$ cat src/rtl/ds3_cbit_pkg.sv
package ds3_cbit_pkg;
    localparam int SUBFRAMES  = 7;
    localparam int BLOCKS     = 8;
    localparam int BLOCK_BITS = 85;
    localparam int SF_W       = $clog2(SUBFRAMES);
    localparam int BLK_W      = $clog2(BLOCKS);
    localparam int BIT_W      = $clog2(BLOCK_BITS);

    typedef struct packed {
        logic [SF_W-1:0]  sf;
        logic [BLK_W-1:0] blk;
        logic [BIT_W-1:0] bt;
    } ds3_pos_t;

    typedef enum logic {TX_OVH, TX_PAY} tx_state_e;
    typedef enum logic {RX_WAIT, RX_LOCK} rx_state_e;
endpackage

$ cat src/rtl/ds3_pos_ctr.sv
module ds3_pos_ctr
    import ds3_cbit_pkg::*;
(
    input  logic     clk,
    input  logic     rst_n,
    input  logic     en,
    input  logic     restart,
    output ds3_pos_t pos,
    output logic     last
);
    ds3_pos_t cur_q;
    ds3_pos_t nxt;

    assign pos  = restart ? '0 : cur_q;
    assign last = (pos.sf == SF_W'(SUBFRAMES-1)) && (pos.blk == BLK_W'(BLOCKS-1))
                  && (pos.bt == BIT_W'(BLOCK_BITS-1));

    always_comb begin
        nxt = pos;
        if (pos.bt == BIT_W'(BLOCK_BITS-1)) begin
            nxt.bt = '0;
            if (pos.blk == BLK_W'(BLOCKS-1)) begin
                nxt.blk = '0;
                nxt.sf  = (pos.sf == SF_W'(SUBFRAMES-1)) ? '0 : pos.sf + 1'b1;
            end else begin
                nxt.blk = pos.blk + 1'b1;
            end
        end else begin
            nxt.bt = pos.bt + 1'b1;
        end
    end

    always_ff @(posedge clk) begin
        if (!rst_n)               cur_q <= '0;
        else if (en || restart)   cur_q <= nxt;
    end

    // a frame always wraps back to slot 0
    assert_frame_wrap_R1: assert property (@(posedge clk) disable iff (!rst_n)
        (last && en && !restart) |=> (cur_q == '0));
endmodule

$ cat src/rtl/ds3_cbit_tx.sv
module ds3_cbit_tx
    import ds3_cbit_pkg::*;
(
    input  logic clk,
    input  logic rst_n,
    input  logic pay_bit,
    output logic pay_rdy,
    input  logic rem_oof,
    input  logic feac_bit,
    input  logic dl_bit,
    input  logic febe_req,
    output logic tx_bit,
    output logic tx_mstart
);
    ds3_pos_t  pos;
    logic      last;
    tx_state_e state_q, state_d;
    logic      par_acc, par_prev, oof_lat, febe_lat;
    logic      frame_start, x_val, oh_val;
    logic      p_seen, p_slot_q, cp_slot_q, x1_seen, x2_slot_q;

    ds3_pos_ctr u_pos (
        .clk(clk), .rst_n(rst_n), .en(1'b1), .restart(1'b0), .pos(pos), .last(last)
    );

    // next-state: the last payload slot of a block leads into overhead
    always_comb begin
        unique case (state_q)
            TX_OVH:  state_d = TX_PAY;
            TX_PAY:  state_d = (pos.bt == BIT_W'(BLOCK_BITS-1)) ? TX_OVH : TX_PAY;
            default: state_d = TX_OVH;
        endcase
    end

    always_ff @(posedge clk) begin
        if (!rst_n) state_q <= TX_OVH;
        else        state_q <= state_d;
    end

    assign frame_start = (pos == '0);
    assign x_val       = frame_start ? ~rem_oof : ~oof_lat;

    always_comb begin
        oh_val = 1'b1;
        unique case (int'(pos.blk))
            0: begin
                unique case (int'(pos.sf))
                    0, 1:    oh_val = x_val;
                    2, 3:    oh_val = par_prev;
                    5:       oh_val = 1'b1;
                    default: oh_val = 1'b0;
                endcase
            end
            1, 7: oh_val = 1'b1;
            3, 5: oh_val = 1'b0;
            default: begin
                unique case (int'(pos.sf))
                    0:       oh_val = (int'(pos.blk) == 6) ? feac_bit : 1'b1;
                    2:       oh_val = par_prev;
                    3:       oh_val = ~febe_lat;
                    default: oh_val = dl_bit;
                endcase
            end
        endcase
    end

    // output process
    always_comb begin
        unique case (state_q)
            TX_PAY:  pay_rdy = 1'b1;
            default: pay_rdy = 1'b0;
        endcase
    end

    always_ff @(posedge clk) begin
        if (!rst_n) begin
            tx_bit    <= 1'b0;
            tx_mstart <= 1'b0;
            par_acc   <= 1'b0;
            par_prev  <= 1'b0;
            oof_lat   <= 1'b0;
            febe_lat  <= 1'b0;
        end else begin
            tx_bit    <= pay_rdy ? pay_bit : oh_val;
            tx_mstart <= frame_start;
            if (frame_start) oof_lat <= rem_oof;
            if (pos.sf == SF_W'(3) && pos.blk == '0 && pos.bt == '0) febe_lat <= febe_req;
            if (pay_rdy) begin
                if (last) begin
                    par_prev <= par_acc ^ pay_bit;
                    par_acc  <= 1'b0;
                end else begin
                    par_acc  <= par_acc ^ pay_bit;
                end
            end
        end
    end

    // observation registers for the assertions below
    always_ff @(posedge clk) begin
        if (!rst_n) begin
            p_seen <= 1'b0; p_slot_q <= 1'b0; cp_slot_q <= 1'b0;
            x1_seen <= 1'b0; x2_slot_q <= 1'b0;
        end else begin
            p_slot_q  <= (pos.sf == SF_W'(2)) && (pos.blk == '0) && (pos.bt == '0);
            cp_slot_q <= (pos.sf == SF_W'(2)) && (pos.blk == BLK_W'(2)) && (pos.bt == '0);
            x2_slot_q <= (pos.sf == SF_W'(1)) && (pos.blk == '0) && (pos.bt == '0);
            if (p_slot_q)  p_seen  <= tx_bit;
            if (tx_mstart) x1_seen <= tx_bit;
        end
    end

    assert_rdy_payload_R1: assert property (@(posedge clk) disable iff (!rst_n)
        pay_rdy |-> (pos.bt != '0));
    assert_fbit_one_R3: assert property (@(posedge clk) disable iff (!rst_n)
        $past(pos.bt == '0 && pos.blk == BLK_W'(1)) |-> tx_bit);
    assert_cp_repeat_R7: assert property (@(posedge clk) disable iff (!rst_n)
        cp_slot_q |-> (tx_bit == p_seen));
    assert_x_pair_R5: assert property (@(posedge clk) disable iff (!rst_n)
        x2_slot_q |-> (tx_bit == x1_seen));
endmodule

$ cat src/rtl/ds3_cbit_rx.sv
module ds3_cbit_rx
    import ds3_cbit_pkg::*;
#(
    parameter int CNT_W = 16
) (
    input  logic             clk,
    input  logic             rst_n,
    input  logic             rx_bit,
    input  logic             rx_sync,
    output logic             febe_req,
    output logic [CNT_W-1:0] p_err_cnt,
    output logic [CNT_W-1:0] cp_err_cnt,
    output logic [CNT_W-1:0] febe_cnt,
    output logic [CNT_W-1:0] frm_err_cnt
);
    ds3_pos_t  pos;
    logic      last, active, is_oh, blk_c, blk_c6;
    rx_state_e state_q, state_d;
    logic      acc, prev_par, prev_ok, p1, cp_bad;
    logic [1:0] fe_zeros;
    logic      p_ev, cp_ev, fe_ev, frm_ev, cp_slot6;

    always_comb begin
        unique case (state_q)
            RX_WAIT: state_d = rx_sync ? RX_LOCK : RX_WAIT;
            RX_LOCK: state_d = RX_LOCK;
            default: state_d = RX_WAIT;
        endcase
    end

    always_ff @(posedge clk) begin
        if (!rst_n) state_q <= RX_WAIT;
        else        state_q <= state_d;
    end

    assign active = (state_q == RX_LOCK) || rx_sync;

    ds3_pos_ctr u_pos (
        .clk(clk), .rst_n(rst_n), .en(active), .restart(rx_sync), .pos(pos), .last(last)
    );

    assign is_oh   = active && (pos.bt == '0);
    assign blk_c   = (int'(pos.blk) == 2) || (int'(pos.blk) == 4) || (int'(pos.blk) == 6);
    assign blk_c6  = (int'(pos.blk) == 6);
    assign cp_slot6 = is_oh && (pos.sf == SF_W'(2)) && blk_c6;

    always_comb begin
        frm_ev = 1'b0;
        if (is_oh && pos.blk[0])
            frm_ev = rx_bit != ((int'(pos.blk) == 1) || (int'(pos.blk) == 7));
        else if (is_oh && pos.blk == '0 && int'(pos.sf) >= 4)
            frm_ev = rx_bit != (pos.sf == SF_W'(5));
        p_ev  = is_oh && pos.blk == '0 && pos.sf == SF_W'(3) && prev_ok
                && ((rx_bit != p1) || (p1 != prev_par));
        cp_ev = cp_slot6 && prev_ok && (cp_bad || (rx_bit != prev_par));
        fe_ev = is_oh && (pos.sf == SF_W'(3)) && blk_c6
                && ((fe_zeros + {1'b0, ~rx_bit}) >= 2'd2);
    end

    function automatic logic [CNT_W-1:0] inc_sat(input logic [CNT_W-1:0] v);
        return (&v) ? v : v + 1'b1;
    endfunction

    always_ff @(posedge clk) begin
        if (!rst_n) begin
            acc <= 1'b0; prev_par <= 1'b0; prev_ok <= 1'b0; p1 <= 1'b0;
            cp_bad <= 1'b0; fe_zeros <= 2'd0; febe_req <= 1'b0;
            p_err_cnt <= '0; cp_err_cnt <= '0; febe_cnt <= '0; frm_err_cnt <= '0;
        end else if (active) begin
            if (rx_sync)      acc <= 1'b0;
            else if (last) begin
                prev_par <= acc ^ rx_bit;
                acc      <= 1'b0;
                prev_ok  <= 1'b1;
            end else if (!is_oh) acc <= acc ^ rx_bit;
            if (is_oh && pos.blk == '0 && pos.sf == SF_W'(2)) p1 <= rx_bit;
            if (is_oh && pos.sf == SF_W'(2) && blk_c)
                cp_bad <= blk_c6 ? 1'b0 : (cp_bad || (rx_bit != prev_par));
            if (cp_slot6) febe_req <= cp_ev;
            if (is_oh && pos.sf == SF_W'(3) && blk_c)
                fe_zeros <= blk_c6 ? 2'd0 : fe_zeros + {1'b0, ~rx_bit};
            if (p_ev)   p_err_cnt   <= inc_sat(p_err_cnt);
            if (cp_ev)  cp_err_cnt  <= inc_sat(cp_err_cnt);
            if (fe_ev)  febe_cnt    <= inc_sat(febe_cnt);
            if (frm_ev) frm_err_cnt <= inc_sat(frm_err_cnt);
        end
    end

    assert_febe_hold_R11: assert property (@(posedge clk) disable iff (!rst_n)
        !$past(cp_slot6 && active) |-> $stable(febe_req));
    assert_p_step_R10: assert property (@(posedge clk) disable iff (!rst_n)
        (p_err_cnt - $past(p_err_cnt)) <= CNT_W'(1));
    assert_idle_quiet_R9: assert property (@(posedge clk) disable iff (!rst_n)
        (state_q == RX_WAIT && !rx_sync) |=> $stable(frm_err_cnt));
endmodule

$ cat src/rtl/ds3_cbit_ohg.sv
module ds3_cbit_ohg #(
    parameter int CNT_W = 16
) (
    input  logic             clk,
    input  logic             rst_n,
    input  logic             pay_bit,
    output logic             pay_rdy,
    input  logic             rem_oof,
    input  logic             feac_bit,
    input  logic             dl_bit,
    output logic             tx_bit,
    output logic             tx_mstart,
    input  logic             rx_bit,
    input  logic             rx_sync,
    output logic [CNT_W-1:0] p_err_cnt,
    output logic [CNT_W-1:0] cp_err_cnt,
    output logic [CNT_W-1:0] febe_cnt,
    output logic [CNT_W-1:0] frm_err_cnt
);
    logic febe_req;

    ds3_cbit_tx u_tx (
        .clk(clk), .rst_n(rst_n), .pay_bit(pay_bit), .pay_rdy(pay_rdy),
        .rem_oof(rem_oof), .feac_bit(feac_bit), .dl_bit(dl_bit),
        .febe_req(febe_req), .tx_bit(tx_bit), .tx_mstart(tx_mstart)
    );

    ds3_cbit_rx #(.CNT_W(CNT_W)) u_rx (
        .clk(clk), .rst_n(rst_n), .rx_bit(rx_bit), .rx_sync(rx_sync),
        .febe_req(febe_req), .p_err_cnt(p_err_cnt), .cp_err_cnt(cp_err_cnt),
        .febe_cnt(febe_cnt), .frm_err_cnt(frm_err_cnt)
    );
endmodule

$ cat config.mk
export PLATFORM = sky130hd
export DESIGN_NAME = ds3_cbit_ohg
export DESIGN_NICKNAME = d
export VERILOG_FILES = /design/src/rtl/ds3_cbit_pkg.sv /design/src/rtl/ds3_pos_ctr.sv /design/src/rtl/ds3_cbit_tx.sv /design/src/rtl/ds3_cbit_rx.sv /design/src/rtl/ds3_cbit_ohg.sv
export SDC_FILE = /design/constraint.sdc
export NUM_CORES = 1
export LEC_CHECK = 0
export BUFFER_PORTS_ARGS = -buffer_cell sky130_fd_sc_hd__clkbuf_2
export CAP_MARGIN = 20
export CORE_MARGIN = 2
export CORE_UTILIZATION = 40
export CTS_CLUSTER_DIAMETER = 30
export CTS_CLUSTER_SIZE = 10
export DETAILED_ROUTE_END_ITERATION = 12
export PLACE_DENSITY = 0.67
export SLEW_MARGIN = 20
export SYNTH_ARGS = -nofsm -noshare
export SYNTH_HDL_FRONTEND = slang
export SYNTH_SLANG_ARGS = --single-unit
export TNS_END_PERCENT = 100
$ cat constraint.sdc
create_clock -name clk -period 4.2 [get_ports clk]
set_input_delay 1.26 -clock clk [delete_from_list [all_inputs] [get_ports clk]]
set_output_delay 1.26 -clock clk [all_outputs]
set_load 0.05 [all_outputs]
---- After elaboration in Yosys (flattened, before gate mapping) ----
Index checks and enable logic that the tools add are counted.
cells by class
  bitwise logic cells ..................... 14
  $add $sub $neg .......................... 11
  order comparisons ....................... 2
  equal/unequal tests ..................... 28
  reduce and logical (&&, ||, !) cells .... 57
  mux-type cells .......................... 27
operators by type and width
  operator                                                               number
  16-bit by 1-bit adder with 16-bit output, second input constant        4
  16-bit AND reduction                                                   4
  3-bit equality test, second input constant                             9
  3-bit by 2-bit equality test with 1-bit output, second input constant  8
  1-bit logical AND                                                      23
  3-bit 2-to-1 mux                                                       5
  3-bit AND reduction                                                    5
  7-bit by 1-bit adder with 7-bit output, second input constant          2
  7-bit equality test, second input constant                             2
  7-bit zero test                                                        2
  2-bit AND reduction                                                    7
  13-bit zero test                                                       1
  1-bit 2-to-1 mux                                                       13
  13-bit 2-to-1 mux                                                      1
  3-bit by 1-bit adder with 3-bit output, second input constant          4
  1-bit NOT                                                              12
  2-bit OR reduction                                                     5
  3-bit by 1-bit equality test with 1-bit output, second input constant  3
  3-bit zero test                                                        3
  1-bit case mux with 3 select lines                                     3
  1-bit logical OR                                                       7
  7-bit 2-to-1 mux                                                       1
  6-bit 2-to-1 mux                                                       1
  1-bit inequality test                                                  5
  other kinds (7)                                                        9
word-level totals
  register bits ........................... 106
  output and inout bits ................... 67

---- Longest topological paths before layout ----
Gate-level depths: netlist of the first run.
  word-level depth ........................ 8
  gate-level depth with buffers ........... 12
  depth with buffers taken out ............ 11

---- By module ----
From an unflattened synthesis of the first run, not the netlist that was laid out.
second synthesis, totals
  cell total of the unflattened synthesis .. 670
  area total of the unflattened synthesis .. 5,539.1 um^2
by module, submodules not included
  module       area an instance (um^2)  cells an instance  times used
  ds3_cbit_rx  3,560.9                  426                1
  ds3_pos_ctr  773.2                    95                 2
  ds3_cbit_tx  431.7                    54                 1

---- Worst setup path after synthesis of the first run ----
Ideal clock, no wire load.
  path type ............................... input to register
  from .................................... input rx_sync
  to ...................................... register u_rx.p_err_cnt[12]
  slack ................................... 0.216 ns
  data required time ...................... 4.130 ns
  buffers on the path ..................... 1
  stages .................................. 10
  arrival time ............................ 3.914 ns
  path through ............................ clkbuf_1 nor2b_1 inv_1 ha_1 or3b_2 o21ba_4 or4_4 a311o_1 or3_1 a21oi_1
on the way
  word-level cells in the longest chain between the ends .. 8
  elaborated cells between the ends (all ways) .. 11
  those cells by class .................... eq/ne (1); mux (1); reduce/logical (9)
RTL lines
  item                                      line                source
  from (decl)                               ds3_cbit_ohg.sv:14  input logic rx_sync,
  13-bit 2-to-1 mux                         ds3_pos_ctr.sv:14   assign pos = restart ? '0 : cur_q;
  7-bit zero test                           ds3_cbit_rx.sv:42   assign is_oh = active && (pos.bt == '0);
  1-bit logical AND                         ds3_cbit_rx.sv:42
  1-bit logical AND (3 in series)           ds3_cbit_rx.sv:53   p_ev = is_oh && pos.blk == '0 && pos.sf == SF_W'(3) && prev_ok
  1-bit logical AND                         ds3_cbit_rx.sv:54   && ((rx_bit != p1) || (p1 != prev_par));
  3-bit AND reduction (no source line) (*)  --
  to (signal assigned)                      ds3_cbit_rx.sv:82   if (p_ev) p_err_cnt <= inc_sat(p_err_cnt);
  to (decl)                                 ds3_cbit_rx.sv:11   output logic [CNT_W-1:0] p_err_cnt,
Mark *: on every way between the ends. The rest lies on a longest branch, timed or not.
A chain may end at the register's enable or synchronous reset.

---- Worst setup path in the final report of the first run ----
Same ends and word-level chain as after synthesis.

==> reports/qor.txt, run 1 <==
Slowest-stage cell, CP - or4_4
Antenna Diode Count - 0
Reg power frac - 0.520
Later-pin clock latency in the skew report - 0.35 ns
Placed insts - 884
CTS Buf Count - 9
Clock Power Share - 0.434
Share of layout cells above drive strength 1 - 0.1511
CTS resizes - 0
CTS hold repair buffers - 0
Initial DRC count - 255
Hold Path Depth - 2
Num ports - 75
Core box area - 0.01272 mm²
H-tree levels - 3
EDFF count, synth - 0
Leading cell types in the layout, fill and taps excluded - nor2_1, dfxtp_1, clkbuf_2
Tmin final - 3.718 ns
DR WL met2 - 5584 µm
Crit-path max FO - 8
DRC - 0
WL/cell - 13.32 µm
Rows - 41
Worst Hold Class - reg -> reg
Highest Signal Layer - met4
Slew Limit Fails - 0
Slew HR - 0.2691
Max Freq - 0.2690 GHz
Switch Pwr - 452.5 µW
Max clock buf depth - 2
First-pass GRT wire length - 20,150 µm
Critical Path End Type - flop
Post-synthesis async set-or-reset flop share - 0
Syn Area/Cell - 8.193 µm²
Mapped Nets - 671
Hold Vio Cnt, Final - 0
Initial antenna violation count - 0
Critical path, cell by cell - clkbuf_2 > clkinv_1 > nand2_1 > ha_1 > or3b_2 > o21ba_4 > or4_4 > a311o_1 > or3_1 > a21oi_1
Unrepaired setup endpoints after global routing - no
Most common cell after layout, fill and taps aside - nor2_1
Worst-margin pin slew - 1.086 ns
WL met1 - 5606 µm
Die height - 118.7 µm
Nets - 752
Die W - 118.7 µm
Largest net degree at the start of global routing - 34
Drt pass-1 iters - 4
Leakage - 2.437 nW
Cell Int Power - 1.510 mW
Remaining antenna violation count - 0
Number of synthesized register bits - 106
WP data arrival - 4.00 ns
Post-route insts no fill - 900
Grt ovf - 0
Reg clk slew, reported paths - 0.07 ns
Routability cong. - 0.8292
TritonCTS clock tree - done
Worst EP required - 4.49 ns
Die area - 0.01408 mm²
Vias in the first global route - 4,467
Startpoint Class - input port
Final setup TNS - 0 ns
Net Sw Frac - 0.2305
GRT Util Overall - 0.1708
Routed WL - 11,990 µm
Seq/Total Area, Yosys - 0.4034
R2R cell count - 9
Setup bufs post-CTS - 0
Crit path kind - in -> reg
Max_cap viols - 0
Logic pwr share - 0.046
Power Density - 318.1 mW/mm²
Most used DFF post-synth - dfxtp_1
Metal3 WL - 489 µm
Post-DP HPWL - 8652 µm
Root buffer cell - clkbuf_16
Post-synthesis cell area - 0.005260 mm²
Vias per cell - 5.333
Synthesis Warnings - 0
Synth unique cells - 53
DR vias - 4,800
Initial Utilization - 0.4135
Final setup viols - 0
Worst Skew - 0.007447 ns
Peak VDD IR - 201.5 µV
Layout area overhead - 17.32%
Post-synthesis instance total - 642
Clk sinks - 106
Period utilization - 0.8852
I/O Buffers - 74
Largest stage delay, worst path - 0.54 ns
Status - finished clean
## sequential cells by signal (all words and copies together) (netlist names)
name              count
u_rx.cp_bad           1
u_rx.acc              1
u_tx.febe_lat         1
u_rx.fe_zeros         2
u_rx.p1               1
u_rx.frm_err_cnt     16
u_rx.febe_cnt        16
u_tx.oof_lat          1
u_rx.u_pos.cur_q     13
u_tx.par_prev         1
u_tx.state_q          1
u_tx.tx_mstart        1
u_rx.prev_ok          1
u_rx.cp_err_cnt      16
u_rx.state_q          1
u_tx.par_acc          1
u_tx.tx_bit           1
u_rx.febe_req         1
u_tx.u_pos.cur_q     13
u_rx.p_err_cnt       16
u_rx.prev_par         1
## Yosys cell counts (7+ instances only)
cell type,count,share of area
a21oi_1,29,0.028
and3_1,15,0.018
o21ai_0,31,0.029
inv_1,21,0.015
dfxtp_1,106,0.40
xnor2_1,17,0.028
nand2_1,63,0.045
nand4_1,17,0.020
nor2_1,109,0.078
clkbuf_1,16,0.011
ha_1,21,0.050
nor2b_1,9,0.011
and2_1,8,0.0095
nand3_1,36,0.034
nor3_1,15,0.014
mux2i_1,7,0.013
nor4_1,7,0.0083
or3_1,8,0.0095
xor2_1,39,0.065
## critical path: cells and delay by family
kind	cells	cell delay [ns]
compound gates	3	0.84
buf+inv	2	0.22
simple gates	4	1.51
fa+ha+maj	1	0.18
## through the flow
step	total power, mW	setup slack, ns	utilization	instance area, µm²	hold slack, ns
6_report	1.963	0.4821	0.4851	6171	0.4674
5_1_grt	2.030	0.3941	0.4851	6171	0.4694
4_1_cts	1.985	0.5074	0.4851	6171	0.4671
3_5_place_dp	1.134	0.1514	0.4618	5876	0.4546
3_3_place_gp	1.132	0.2299	0.4618	5876	0.4437
2_1_floorplan	1.106	0.2160	-	5260	0.4274
## area by class of cell
class	instances	area (µm²)
sequential	106	2122
multi-input combinational	498	2995
timing repair buffer	86	460.4
clock buffer	11	232.7
fill	1230	6551
clock inverter	5	62.56
tap	172	215.2
inverter	22	82.58
## cells by family after synthesis
kind of cell / after synthesis / share of synthesized area
xor gates and xnor gates: 56 / 0.09324
buffers and inverters: 38 / 0.02712
DFF: 106 / 0.4034
and+or+nand+nor: 321 / 0.3000
adders and majority gates: 21 / 0.04995
muxes: 7 / 0.01332
AOI/OAI and AO/OA: 93 / 0.1130
## final timing paths
kind                                      end                              from  slack, ns
max           u_rx.p_err_cnt[12]$_SDFFE_PN0P_                           rx_sync       0.48
min          u_rx.u_pos.cur_q[1]$_SDFFE_PN0P_  u_rx.u_pos.cur_q[1]$_SDFFE_PN0P_       0.47
max reg2reg   u_rx.p_err_cnt[12]$_SDFFE_PN0P_  u_rx.u_pos.cur_q[1]$_SDFFE_PN0P_       1.21
min reg2reg  u_rx.u_pos.cur_q[1]$_SDFFE_PN0P_  u_rx.u_pos.cur_q[1]$_SDFFE_PN0P_       0.47
## metal layers
| layer | GRT usage | vias to the layer above |
|---|---|---|
| li1 | - | 2403 |
| met1 | 0.2126 | 2268 |
| met2 | 0.2766 | 106 |
| met3 | 0.03185 | 23 |
| met4 | 0.09598 | 0 |
| met5 | 0 | - |
## power by group through the flow
stage               registers (mW)  clock network, mW  logic, mW
floorplan                     1.05                  0     0.0560
detailed placement            1.04                  0     0.0894
finish                        1.02              0.852     0.0897
CTS                           1.02              0.874     0.0899
global placement              1.04                  0     0.0878
global route                  1.02              0.910     0.0987
(Power assumes the default switching activity.)
==> run 2, diff against run 1 <==
--- a/config.mk
+++ b/config.mk
@@ -5,6 +5,7 @@
 export SDC_FILE = /design/constraint.sdc
 export NUM_CORES = 1
 export LEC_CHECK = 0
+export ABC_AREA = 1
 export BUFFER_PORTS_ARGS = -buffer_cell sky130_fd_sc_hd__clkbuf_2
 export CAP_MARGIN = 20
 export CORE_MARGIN = 2
@@ -12,7 +13,7 @@
 export CTS_CLUSTER_DIAMETER = 30
 export CTS_CLUSTER_SIZE = 10
 export DETAILED_ROUTE_END_ITERATION = 12
-export PLACE_DENSITY = 0.67
+export PLACE_DENSITY = 0.66
 export SLEW_MARGIN = 20
 export SYNTH_ARGS = -nofsm -noshare
 export SYNTH_HDL_FRONTEND = slang
==> reports/qor.txt, run 2 <==
Status - finished clean
Tmin final - 3.097 ns (-0.6206 ns)
Period utilization - 0.7374 (-0.1478)
R2R cell count - 7 (-2)
Max clock buf depth - 2 (unchanged)
Overall Power - 1.961 mW (about the same)
CTS Buf Count - 9 (unchanged)
Met3 Resource Use GR - 0.02378 (-0.008073)
I/O Buffers - 74 (unchanged)
EDFF count, synth - 0 (unchanged)
Critical Path End Type - flop
First-pass GRT wire length - 25,750 µm (+28%)
Remaining antenna violation count - 0 (unchanged)
Post-synthesis async set-or-reset flop share - 0 (unchanged)
CTS resizes - 0 (unchanged)
Routed WL - 15,020 µm (+25%)
H-tree levels - 3 (unchanged)
Core box area - 0.01571 mm² (+24%)
Max Freq - 0.3229 GHz (+20%)
Slew Limit Fails - 0 (unchanged)
Initial Utilization - 0.4052 (-0.008294)
Final setup viols - 0 (unchanged)
Die height - 130.2 µm (+9.7%)
Initial antenna violation count - 0 (unchanged)
M2 GR Usage - 0.3009 (+0.02431)
Worst-margin pin slew - 0.7963 ns (-0.2901 ns)
Post-synthesis cell area - 0.006366 mm² (+21%)
Layout area overhead - 12.56%
Unrepaired setup endpoints after global routing - no
Final setup TNS - 0 ns (unchanged)
Crit-path max FO - 16 (+8)
Synth unique cells - 48 (-9.4%)
Post-DP HPWL - 10,540 µm (+22%)
Worst R2R Start - u_rx.cp_err_cnt[0]$_SDFFE_PN0P_
Peak VDD IR - 168.0 µV (-17%)
Most frequent cell after synthesis - nand2_1
Power Density - 273.7 mW/mm² (-14%)
Synth area leaders - dfxtp_1, nand2_1, a21oi_1
GR Layer Usage met1 - 0.2521 (+0.03949)
Hold Vio Cnt, Final - 0 (unchanged)
Leakage - 2.713 nW (+11%)
Largest stage delay, worst path - 0.27 ns (-0.27 ns)
Root buffer cell - clkbuf_16
WL/cell - 12.51 µm (-6.1%)
Nets - 1,009 (+34%)
Setup bufs post-CTS - 0 (unchanged)
Slew HR - 0.4688 (+0.1997)
Critical path, cell by cell - clkbuf_2 > nor2_1 > inv_1 > nor2_1 > ha_1 > inv_1 > nor3_1 > o211ai_1 > a21oi_2 > buf_4 > nand2_2 > inv_1 > nand2_1 > nand2_1 > nor2_1
Number of synthesized register bits - 106 (unchanged)
Num ports - 75 (unchanged)
Most common cell after layout, fill and taps aside - nand2_1
Die area - 0.01694 mm² (+20%)
Initial DRC count - 363 (+42%)
Worst hold start - u_tx.u_pos.cur_q[0]$_SDFF_PP0_
Vias per cell - 5.027 (-5.7%)
Most used DFF post-synth - dfxtp_1
Post-synth top area cell - dfxtp_1
WP data arrival - 3.35 ns (-0.65 ns)
Leading cell types in the layout, fill and taps excluded - nand2_1, dfxtp_1, nor2_1
Drt pass-1 iters - 4 (unchanged)
DRC - 0 (unchanged)
CTS hold repair buffers - 0 (unchanged)
Worst Skew - 0.01024 ns (+0.002794 ns)
Later-pin clock latency in the skew report - 0.36 ns (about the same)
Worst EP required - 4.45 ns (-0.04 ns)
Synthesis Warnings - 0 (unchanged)
Mapped Nets - 946 (+41%)
Worst Hold Class - reg -> reg
Share of layout cells above drive strength 1 - 0.1391 (-0.01201)
R2R Path End - u_rx.cp_err_cnt[8]$_SDFFE_PN0P_
Fillers - 1,616 (+31%)
Hold Path End - u_tx.u_pos.cur_q[0]$_SDFF_PP0_
Synth top area share - 0.3333 (-0.07009)
R2r setup slk - 1.78 ns (+0.57 ns)
Max_cap viols - 0 (unchanged)
DR vias - 6,038 (+26%)
Largest net degree at the start of global routing - 49 (+44%)
GRT Util Overall - 0.1852 (+0.01443)
Top cells by count, synth - nand2_1, dfxtp_1, nor2_1, a21oi_1, inv_1
Vias in the first global route - 5,521 (+24%)
TritonCTS clock tree - done
Clk sinks - 106 (unchanged)
Setup crit start - rx_sync
Startpoint Class - input port
Reg clk slew, reported paths - 0.07 ns (about the same)
Seq/Total Area, Yosys - 0.3333 (-0.07009)
Grt ovf - 0 (unchanged)
Rows - 46 (+12%)
Slowest-stage cell, CP - nor2_1
Routability cong. - 0.8596 (+3.7%)
Syn Area/Cell - 6.942 µm² (-15%)
Post-synthesis instance total - 917 (+43%)
Crit path kind - in -> reg
Antenna Diode Count - 0 (unchanged)
Hold Path Depth - 1 (-1)
Die W - 130.2 µm (+9.7%)
Most Crowded Layer GR - met2
## run 2: logic make-up after synthesis
kind of cell               synth area share
buffers and inverters               0.08431
muxes                              0.001572
and+or+nand+nor                      0.3612
AOI/OAI and AO/OA                    0.1150
adders and majority gates           0.04127
xor gates and xnor gates            0.06329
DFF                                  0.3333
## run 2: area by class of cell
cell class	count	area [µm²]	area share
sequential	106	2122	0.2961
timing repair buffer	79	420.4	0.05867
clock inverter	2	10.01	0.001397
inverter	94	361.6	0.05046
clock buffer	14	274.0	0.03824
multi-input combinational	690	3707	0.5174
tap	216	270.3	0.03772
## run 2: worst max-delay path: cells and delay by family
family	cells	cell delay (ns)
and+or+nand+nor	7	0.95
buffers and inverters	5	0.74
AOI/OAI and AO/OA	2	0.25
adders and majority gates	1	0.15
## run 2: per-layer routing
layer,up-vias,routed length (µm)
met5,-,0
met4,0,229
met3,12,508
met2,99,6870
met1,2764,7412
li1,3163,-
## run 2: worst max-delay path by stage
| stage | cells after the start | slack [ns] | to |
|---|---|---|---|
| global placement | 11 | 0.82 | u_rx.frm_err_cnt[14]$_SDFFE_PN0P_ |
| CTS | 12 | 1.12 | u_rx.cp_err_cnt[4]$_SDFFE_PN0P_ |
| finish | 15 | 1.10 | u_rx.p_err_cnt[0]$_SDFFE_PN0P_ |
| detailed placement | 11 | 0.76 | u_rx.frm_err_cnt[14]$_SDFFE_PN0P_ |
| global route | 15 | 0.87 | u_rx.p_err_cnt[0]$_SDFFE_PN0P_ |
| floorplan | 13 | 1.27 | u_rx.frm_err_cnt[10]$_SDFFE_PN0P_ |
## run 2: where the power goes
group	internal (mW)	switching (mW)
sequential	1.02	0.00636
combinational	0.0316	0.0857
clock	0.450	0.373
total	1.50	0.465
## run 2: per-stage QoR
step	util	hold WS (ns)	cells	worst slack, ns	area [µm²]
2_1_floorplan	-	0.4173	917	1.268	6366
3_3_place_gp	0.4380	0.4311	1185	0.8218	6882
3_5_place_dp	0.4380	0.4375	1185	0.7592	6882
4_1_cts	0.4560	0.4494	1201	1.124	7166
5_1_grt	0.4560	0.4807	1201	0.8750	7166
6_report	0.4560	0.4452	1201	1.103	7166
==> run 3, diff against run 2 <==
==> constraint.sdc (replaced) <==
create_clock -name clk -period 3.1 [get_ports clk]
set_input_delay 0.93 -clock clk [delete_from_list [all_inputs] [get_ports clk]]
set_output_delay 0.93 -clock clk [all_outputs]
set_load 0.05 [all_outputs]
==> reports/qor.txt, run 3 (same netlist as run 2, synthesis figures left out) <==
DRC - 0 (unchanged)
Fin Hold WS - 0.4473 ns (+0.002079 ns)
Core box area - 0.01571 mm² (unchanged)
H-tree levels - 3 (unchanged)
Routability cong. - 0.8696 (+1.2%)
Die W - 130.2 µm (unchanged)
Final core occ - 0.4614 (+0.005335)
WP data arrival - 2.85 ns (-0.50 ns)
R2R cell count - 14 (+7)
Num ports - 75 (unchanged)
R2R Path End - u_rx.p_err_cnt[0]$_SDFFE_PN0P_
Drt pass-1 iters - 5 (+1)
Worst hold start - u_tx.u_pos.cur_q[0]$_SDFF_PP0_
Worst Skew - 0.003631 ns (-0.006611 ns)
DR WL met2 - 6749 µm (-1.8%)
Later-pin clock latency in the skew report - 0.35 ns (about the same)
Setup bufs post-CTS - 0 (unchanged)
CP top delay family - simple AND/OR/NAND/NOR gates
Metal3 WL - 561 µm (+10%)
Largest net degree at the start of global routing - 24 (-51%)
Worst EP required - 3.35 ns (-1.10 ns)
Critical Path End Type - flop
Clk sinks - 106 (unchanged)
Final setup viols - 0 (unchanged)
Slew Limit Fails - 0 (unchanged)
TritonCTS clock tree - done
Max_cap viols - 0 (unchanged)
Max Freq - 0.3850 GHz
Initial antenna violation count - 0 (unchanged)
I/O Buffers - 74 (unchanged)
Critical path, cell by cell - clkbuf_2 > nor2_1 > inv_1 > nor2_1 > ha_1 > inv_1 > nor3_1 > o211ai_1 > a21oi_2 > nand2_2 > inv_1 > nand2_1 > nand2_1 > nor2_1
WL met1 - 7353 µm (-0.80%)
Post-DP HPWL - 10,670 µm (+1.2%)
Hold Path End - u_tx.u_pos.cur_q[0]$_SDFF_PP0_
Status - finished clean
Slowest-stage cell, CP - nor2_1
DR vias - 6,043 (+0.083%)
First-pass GRT wire length - 24,730 µm (-4.0%)
Initial DRC count - 333 (-8.3%)
Fillers - 1,598 (-1.1%)
Hold Vio Cnt, Final - 0 (unchanged)
Antenna Diode Count - 0 (unchanged)
Peak VDD IR - 248.2 µV (+48%)
CTS hold repair buffers - 0 (unchanged)
R2r setup slk - 0.94 ns (-0.84 ns)
GRT Util Overall - 0.1789 (-0.006328)
Max clock buf depth - 2 (unchanged)
CP Buf/Inv Count - 4 (-1)
Crit path kind - in -> reg
Most common cell after layout, fill and taps aside - nand2_1
Slew HR - 0.6765 (+0.2078)
Hold Path Depth - 1 (unchanged)
Initial Utilization - 0.4052 (unchanged)
Share of layout cells above drive strength 1 - 0.1470 (+0.007943)
Remaining antenna violation count - 0 (unchanged)
Worst Hold Class - reg -> reg
Layout area overhead - 13.88%
Leading cell types in the layout, fill and taps excluded - nand2_1, dfxtp_1, nor2_1
Worst-margin pin slew - 0.4842 ns (-0.3121 ns)
Leakage - 2.759 nW (+1.7%)
Routed WL - 14,880 µm (-0.97%)
Die height - 130.2 µm (unchanged)
Die area - 0.01694 mm² (unchanged)
WL/cell - 12.31 µm (-1.6%)
CTS Buf Count - 9 (unchanged)
Crit-path max FO - 16 (unchanged)
Vias in the first global route - 5,306 (-3.9%)
Rows - 46 (unchanged)
Startpoint Class - input port
Unrepaired setup endpoints after global routing - no
Highest Signal Layer - met4
Tmin final - 2.597 ns
Root buffer cell - clkbuf_16
Period utilization - 0.8379
Final setup TNS - 0 ns (unchanged)
Power Density - 386.0 mW/mm² (+41%)
Nets - 1,017 (+0.79%)
Grt ovf - 0 (unchanged)
Reg clk slew, reported paths - 0.07 ns (about the same)
CTS resizes - 0 (unchanged)
Worst R2R Start - u_rx.u_pos.cur_q[10]$_SDFFE_PN0P_
Setup crit start - rx_sync
Vias per cell - 4.998 (-0.58%)
Largest stage delay, worst path - 0.26 ns (about the same)
run 3: cell types whose count changed in the layout (fill, tap and decap cells not counted):
| cell | previous run | this run |
|---|---|---|
| buf_12 | 1 | 0 |
| buf_4 | 4 | 13 |
| bufinv_16 | 0 | 2 |
| clkbuf_1 | 2 | 1 |
| clkbuf_8 | 3 | 1 |
| clkinvlp_4 | 0 | 1 |
run 3: worst max-delay path by stage:
stage | end | slack [ns] | depth (start not counted)
2_1_floorplan | u_rx.frm_err_cnt[10]$_SDFFE_PN0P_ | 0.50 | 13
3_3_place_gp | u_rx.febe_cnt[12]$_SDFFE_PN0P_ | 0.24 | 13
3_5_place_dp | u_rx.p_err_cnt[0]$_SDFFE_PN0P_ | 0.18 | 14
4_1_cts | u_rx.p_err_cnt[0]$_SDFFE_PN0P_ | 0.56 | 14
5_1_grt | u_rx.p_err_cnt[0]$_SDFFE_PN0P_ | 0.28 | 14
6_report | u_rx.p_err_cnt[0]$_SDFFE_PN0P_ | 0.50 | 14
run 3: report_power, final:
group | switching (mW) | internal (mW) | total [mW] | leakage [nW]
clock | 0.524 | 0.728 | 1.25 | 0.156
sequential | 0.00871 | 1.38 | 1.38 | 0.856
combinational | 0.117 | 0.0454 | 0.162 | 1.75
run 3: through the flow:
stage | area (µm²) | power (mW) | setup slack [ns] | std cells
3_5_place_dp | 6929 | 1.578 | 0.1759 | 1193
3_3_place_gp | 6929 | 1.577 | 0.2370 | 1193
6_report | 7249 | 2.798 | 0.5026 | 1209
5_1_grt | 7249 | 2.906 | 0.2781 | 1209
4_1_cts | 7249 | 2.831 | 0.5560 | 1209
2_1_floorplan | 6366 | 1.537 | 0.4981 | 917
run 3: worst reg2reg max path, stage by stage (launching register included):
cell and delay (ns):
dfxtp_1 0.31, inv_1 0.08, nor2_1 0.21, inv_1 0.11, nor2_1 0.11, ha_1 0.15
inv_1 0.05, nor3_1 0.21, o211ai_1 0.14, a21oi_2 0.16, nand2_2 0.23, inv_1 0.16
nand2_1 0.06, nand2_1 0.06, nor2_1 0.04
run 3: cell type report:
cell class              count  area, µm²  area share
multi-input cells         690       3707      0.5114
clock inverters             5      77.57     0.01070
inverters                  94      361.6     0.04988
flip-flops and latches    106       2122      0.2927
well taps                 216      270.3     0.03728
repair buffers             87      467.9     0.06455
clock buffers              11      242.7     0.03348
run 3: per-layer routing:
layer  vias to the layer above  track usage
met5                         -            0
met4                         0      0.05946
met3                        11      0.02337
met2                       105       0.2913
met1                      2751       0.2453
li1                       3176            -
